[config.mk]
export PLATFORM = sky130hd
export DESIGN_NAME = bmc_rx
export DESIGN_NICKNAME = d
export VERILOG_FILES = /design/src/rtl/bmc_rx_pkg.sv /design/src/rtl/bmc_rx_sync.sv /design/src/rtl/bmc_rx_activity.sv /design/src/rtl/bmc_rx_decoder.sv /design/src/rtl/bmc_rx.sv
export SDC_FILE = /design/constraint.sdc
export NUM_CORES = 1
export LEC_CHECK = 0
export CORE_MARGIN = 1
export CORE_UTILIZATION = 55
export DETAILED_ROUTE_END_ITERATION = 10
export MAX_ROUTING_LAYER = met4
export PLACE_DENSITY = 0.75
export SLEW_MARGIN = 20
export SYNTH_ARGS = -nofsm -noshare
export SYNTH_HDL_FRONTEND = slang
export SYNTH_SLANG_ARGS = --single-unit
export TNS_END_PERCENT = 100
[constraint.sdc]
create_clock -name clk -period 1.9 [get_ports clk]
set_input_delay 0.38 -clock clk [delete_from_list [all_inputs] [get_ports clk]]
set_output_delay 0.38 -clock clk [all_outputs]
set_load 0.03 [all_outputs]
[src/rtl/bmc_rx_pkg.sv]
package bmc_rx_pkg;
  // Interior-edge limit: transitions earlier than this are mid-cell.
  function automatic int unsigned mid_limit(int unsigned ui);
    return (ui * 3) / 4;
  endfunction

  // Lock-loss limit measured from the cell start.
  function automatic int unsigned lock_limit(int unsigned ui);
    return (ui * 3) / 2;
  endfunction

  // Counter width able to hold values up to lim + 1.
  function automatic int unsigned count_width(int unsigned lim);
    return $clog2(lim + 2);
  endfunction
endpackage

[src/rtl/bmc_rx_sync.sv]
module bmc_rx_sync #(
  parameter int unsigned STAGES = 2
) (
  input  logic clk,
  input  logic rst_n,
  input  logic line_in,
  output logic line_edge
);
  logic [STAGES-1:0] chain;
  logic              last_lvl;

  generate
    for (genvar i = 0; i < STAGES; i++) begin : g_stage
      if (i == 0) begin : g_first
        always_ff @(posedge clk) begin
          if (!rst_n) chain[0] <= 1'b0;
          else        chain[0] <= line_in;
        end
      end else begin : g_next
        always_ff @(posedge clk) begin
          if (!rst_n) chain[i] <= 1'b0;
          else        chain[i] <= chain[i-1];
        end
      end
    end
  endgenerate

  always_ff @(posedge clk) begin
    if (!rst_n) last_lvl <= 1'b0;
    else        last_lvl <= chain[STAGES-1];
  end

  assign line_edge = chain[STAGES-1] ^ last_lvl;
endmodule

[src/rtl/bmc_rx_activity.sv]
module bmc_rx_activity #(
  parameter int unsigned WIN_CYC    = 384,
  parameter int unsigned BUSY_EDGES = 3
) (
  input  logic clk,
  input  logic rst_n,
  input  logic line_edge,
  output logic bus_busy
);
  import bmc_rx_pkg::*;
  localparam int unsigned AW   = count_width(WIN_CYC);
  localparam int unsigned AGES = BUSY_EDGES - 1;
  localparam logic [AW-1:0] WIN_V = WIN_CYC[AW-1:0];

  // age[k]: cycles since the (k+1)-th most recent transition, saturating.
  logic [AW-1:0] age [AGES];

  generate
    for (genvar k = 0; k < AGES; k++) begin : g_age
      if (k == 0) begin : g_newest
        always_ff @(posedge clk) begin
          if (!rst_n)                 age[0] <= WIN_V;
          else if (line_edge)         age[0] <= AW'(1);
          else if (age[0] < WIN_V)    age[0] <= age[0] + AW'(1);
        end
      end else begin : g_older
        always_ff @(posedge clk) begin
          if (!rst_n)                  age[k] <= WIN_V;
          else if (line_edge)          age[k] <= (age[k-1] < WIN_V) ? age[k-1] + AW'(1) : WIN_V;
          else if (age[k] < WIN_V)     age[k] <= age[k] + AW'(1);
        end
      end
    end
  endgenerate

  logic burst_hit, quiet_out;
  assign burst_hit = line_edge && (age[AGES-1] < WIN_V);
  assign quiet_out = !line_edge && (age[0] >= WIN_V);

  always_ff @(posedge clk) begin
    if (!rst_n)         bus_busy <= 1'b0;
    else if (burst_hit) bus_busy <= 1'b1;
    else if (quiet_out) bus_busy <= 1'b0;
  end
endmodule

[src/rtl/bmc_rx_decoder.sv]
module bmc_rx_decoder #(
  parameter int unsigned UI_CYC = 80
) (
  input  logic clk,
  input  logic rst_n,
  input  logic line_edge,
  output logic locked,
  output logic bit_valid,
  output logic bit_data
);
  import bmc_rx_pkg::*;
  localparam int unsigned MID  = mid_limit(UI_CYC);
  localparam int unsigned LOCK = lock_limit(UI_CYC);
  localparam int unsigned CW   = count_width(LOCK);
  localparam logic [CW-1:0] MID_V  = MID[CW-1:0];
  localparam logic [CW-1:0] LOCK_V = LOCK[CW-1:0];

  logic [CW-1:0] cell_cnt;
  logic          mid_seen;
  logic          open_cell, early_edge, cell_close, lock_lost;

  assign open_cell  = line_edge && !locked;
  assign early_edge = line_edge && locked && !mid_seen && (cell_cnt < MID_V);
  assign cell_close = line_edge && locked && !early_edge;
  assign lock_lost  = !line_edge && locked && (cell_cnt >= LOCK_V);

  always_ff @(posedge clk) begin
    if (!rst_n) begin
      locked   <= 1'b0;
      cell_cnt <= '0;
      mid_seen <= 1'b0;
    end else if (open_cell || cell_close) begin
      locked   <= 1'b1;
      cell_cnt <= CW'(1);
      mid_seen <= 1'b0;
    end else if (lock_lost) begin
      locked   <= 1'b0;
      mid_seen <= 1'b0;
    end else if (locked) begin
      cell_cnt <= cell_cnt + CW'(1);
      if (early_edge) mid_seen <= 1'b1;
    end
  end

  always_ff @(posedge clk) begin
    if (!rst_n) begin
      bit_valid <= 1'b0;
      bit_data  <= 1'b0;
    end else begin
      bit_valid <= cell_close;
      bit_data  <= cell_close ? mid_seen : 1'b0;
    end
  end
endmodule

[src/rtl/bmc_rx.sv]
module bmc_rx #(
  parameter int unsigned UI_CYC      = 80,
  parameter int unsigned WIN_CYC     = 384,
  parameter int unsigned SYNC_STAGES = 2,
  parameter int unsigned BUSY_EDGES  = 3
) (
  input  logic clk,
  input  logic rst_n,
  input  logic line_in,
  output logic bit_valid,
  output logic bit_data,
  output logic bus_busy
);
  logic line_edge;
  logic locked;

  bmc_rx_sync #(.STAGES(SYNC_STAGES)) sync_i (
    .clk(clk), .rst_n(rst_n), .line_in(line_in), .line_edge(line_edge)
  );

  bmc_rx_decoder #(.UI_CYC(UI_CYC)) dec_i (
    .clk(clk), .rst_n(rst_n), .line_edge(line_edge),
    .locked(locked), .bit_valid(bit_valid), .bit_data(bit_data)
  );

  bmc_rx_activity #(.WIN_CYC(WIN_CYC), .BUSY_EDGES(BUSY_EDGES)) act_i (
    .clk(clk), .rst_n(rst_n), .line_edge(line_edge), .bus_busy(bus_busy)
  );
endmodule

==> results.md <==
- Status: completed
- Vias in the first global route: 1,113
- Ys Warns: 0
- F_max: 583 MHz
- Post-Synth XOR/XNOR Area: 8.54%
- Busiest grt layer: met2
- RSZ-0062 raised after global routing: false
- Worst Path Buf+Inv: 1
- Share of cells above drive strength 1: 9.41%
- Routing usage on met3: 4.84%
- Placed Cells: 193
- Slew Limit Headroom: 64.8%
- Critical Path RT: 1.52 ns
- Slew Limit Fails: 0
- RePlAce Congestion: 0.804
- Setup Buffers After CTS: 0
- HPWL Detailed: 2.16 mm
- Root buf cell: clkbuf_4
- Worst path slowest cell: clkdlybuf4s50_1
- Antenna cells: 0
- Clock Skew: 0.0105 ns
- Antenna violations before repair: 0
- Final WS setup: 0.186 ns
- # hold bufs at CTS: 0
- Maxcap violations: 0
- Antenna viol nets, final: 0
- Largest net degree at the start of global routing: 12
- Max Root-Sink Buffers: 2
- WP data arrival: 1.33 ns
- Core Region: 2780 sq um
- Mapped Nets: 167
- Clock H-tree levels: 2
- WHS: 0.455 ns
- Global-route wire length before repair: 5.01 mm
- Compound-Gate Fraction of Synth Area: 13.1%
- Port buffer count: 5
- Setup TNS: 0 ns
- Final hold viol count: 0
- DRT iter0 DRCs: 77
- Total power: 1.52 mW
- All-Layer GR Usage: 21.7%
- Synthesized flop and latch total: 33
- CP cell instances: clkdlybuf4s50_1
- Horiz. Die Dim: 56.4 microns
- Critical Path Fanout Max: 2
- CP startpoint kind: register
- Die area: 3180 sq um
- Worst-margin pin slew: 0.524 ns
- Drt via density: 5.88
- Leak pwr: 0.642 nW
- Mean Syn Cell Area: 10.2 sq um
- TritonCTS clock tree: built
- Hold Crit Class: register to register
- WL/cell: 13.9 microns
- Area of the multi-input gates: 739 sq um
- Fin crit share: 90.2%
- Pwr/cell area: 839 nW/um^2
- Setup WS pre-CTS: 0.0862 ns
- Worst Setup End Kind: primary output
- Worst IR Drop VDD: 0.674 mV
- Final std cells w/o fill: 201
- Unique cell type count in the Yosys netlist: 38
- Net count, final: 177
- Simple-gate share of the synthesized area: 18.2%
- Vias post-DR: 1,181
- Cts bufs inserted: 5
- Gr ovfl total: 0
- Met2 GRT Util: 30.3%
- Row count: 19
- Initial Utilization: 58.5%
- Reg2reg setup slack: 0.34 ns
- Crit path time final: 1.71 ns
- DRC viols: 0
- Reg clk slew, reported paths: 0.11 ns
- Met1 usage in global routing: 29.5%
- Post-Synth Adder-Cell Area: 3.85%
- DR pass1 iterations: 4
- I/O Pins: 6
- Largest family of logic cells by synthesized area: simple AND/OR/NAND/NOR gates
- Mapped Area: 1630 sq um
- Sequential Area: 841 sq um
- Critical path's top delay family: buffers and inverters
- Area growth syn-to-layout: 11.1%
- TritonCTS Sinks: 33
- Filler instances: 238
- WS Path Type: register to primary output
- Final wirelength: 2.79 mm
- Worst skew pair latency: 0.34 ns
- Cells after Synth: 159
- Final count of negative-setup-slack endpoints: 0
- CP peak stage delay: 0.67 ns
- Sequential area share after synthesis: 51.7%
- Die Ht: 56.4 microns
- Post-synthesis mux area share: 1.85%
- CTS resizes: 0
==> metal layers <==
layer / vias to the layer above / routed length [microns]
li1: 601 / -
met1: 537 / 1380
met2: 39 / 1230
met3: 4 / 152
met4: 0 / 29
met5: - / 0
==> flip-flops by register name (all words and copies together), names as in the netlist <==
register	count
dec_i.bit_valid	1
sync_i.chain	2
dec_i.mid_seen	1
act_i.bus_busy	1
dec_i.bit_data	1
dec_i.cell_cnt	7
dec_i.locked	1
sync_i.last_lvl	1
act_i.age	18
==> through the flow <==
step | instance area (sq um) | util, %
final | 1810 | 65.0
after global routing | 1810 | 65.0
after CTS | 1810 | 65.0
after detailed placement | 1710 | 61.6
after global placement | 1710 | 61.6
after floorplan | 1630 | -
==> synthesized netlist by cell type (all sizes together) <==
| cell | instances | area (sq um) |
|---|---|---|
| edfxtp | 18 | 541 |
| dfxtp | 15 | 300 |
| nor2 | 15 | 56.3 |
| nand2 | 14 | 52.6 |
| nand3 | 10 | 50.1 |
| xor2 | 8 | 70.1 |
| o21ai | 7 | 35.0 |
| xnor2 | 7 | 68.8 |
| and2 | 6 | 40.0 |
| inv | 6 | 22.5 |
| o22ai | 6 | 37.5 |
| ha | 5 | 62.6 |
| nand4 | 5 | 31.3 |
| and3 | 4 | 26.3 |
| buf | 4 | 20.0 |
| a21boi | 3 | 22.5 |
| a21oi | 3 | 15.0 |
| mux2i | 3 | 30.0 |
| a22oi | 2 | 15.0 |
| a311oi | 2 | 17.5 |
| a31oi | 2 | 12.5 |
| nand2b | 2 | 12.5 |
| a211oi | 1 | 7.51 |
| a41oi | 1 | 8.76 |
| and4 | 1 | 8.76 |
| clkbuf | 1 | 3.75 |
| nor3 | 1 | 5.00 |
| o2111ai | 1 | 8.76 |
| o21a | 1 | 7.51 |
| o21bai | 1 | 7.51 |
| o311a | 1 | 10.0 |
| o31ai | 1 | 7.51 |
| or2 | 1 | 6.26 |
| or3 | 1 | 6.26 |
==> placed cells by master (no fill, tap or decap), types with 3 or more instances in the layout <==
master,instances
nand2_1,14
nand4_1,5
xnor2_1,6
clkdlybuf4s50_1,5
and3_1,3
mux2i_1,3
dfxtp_1,15
nand3_1,10
o22ai_1,6
ha_1,5
nor2_1,15
a21oi_1,3
o21ai_0,6
xor2_1,8
buf_4,3
a21boi_0,3
inv_1,6
and2_1,4
edfxtp_1,18
clkbuf_4,5
==> cells by family (layout without fill, tap and decap cells) <==
family          count (synthesis)  in the layout
simple gates                   60             60
buf+inv                        11             22
mux                             3              3
fa+ha+maj                       5              5
xor+xnor                       15             15
flops                          33             33
compound gates                 32             32
==> worst register-to-register path, stage by stage (launching register included) <==
cell	delay, ns
dfxtp_1	0.43
nand4_1	0.20
and3_1	0.25
o21ai_1	0.43
a211oi_1	0.11
==> layout make-up <==
type                       instances  area share (%)
multi-input combinational        115            40.9
sequential                        33            46.5
clock buffer                       7            4.85
tap                               31            2.15
timing repair buffer               8            4.02
inverter                           6            1.25
clock inverter                     1           0.277
==> path summary, 6_finish.rpt <==
path                                  start                          end  depth (start not counted)
max reg2reg  dec_i.cell_cnt[3]$_SDFFE_PP0P_  dec_i.mid_seen$_SDFFE_PP0P_                          4
min              sync_i.chain[0]$_SDFF_PN0_   sync_i.chain[1]$_SDFF_PN0_                          1
max             act_i.bus_busy$_SDFFE_PN0P_                     bus_busy                          1
min reg2reg      sync_i.chain[0]$_SDFF_PN0_   sync_i.chain[1]$_SDFF_PN0_                          1
==> where the power goes <==
group          internal (mW)  switching [mW]  total, mW
sequential             0.801          0.0463      0.847
combinational         0.0528          0.0766      0.129
clock                  0.302           0.238      0.540
Power figures use the tool's default switching activity.
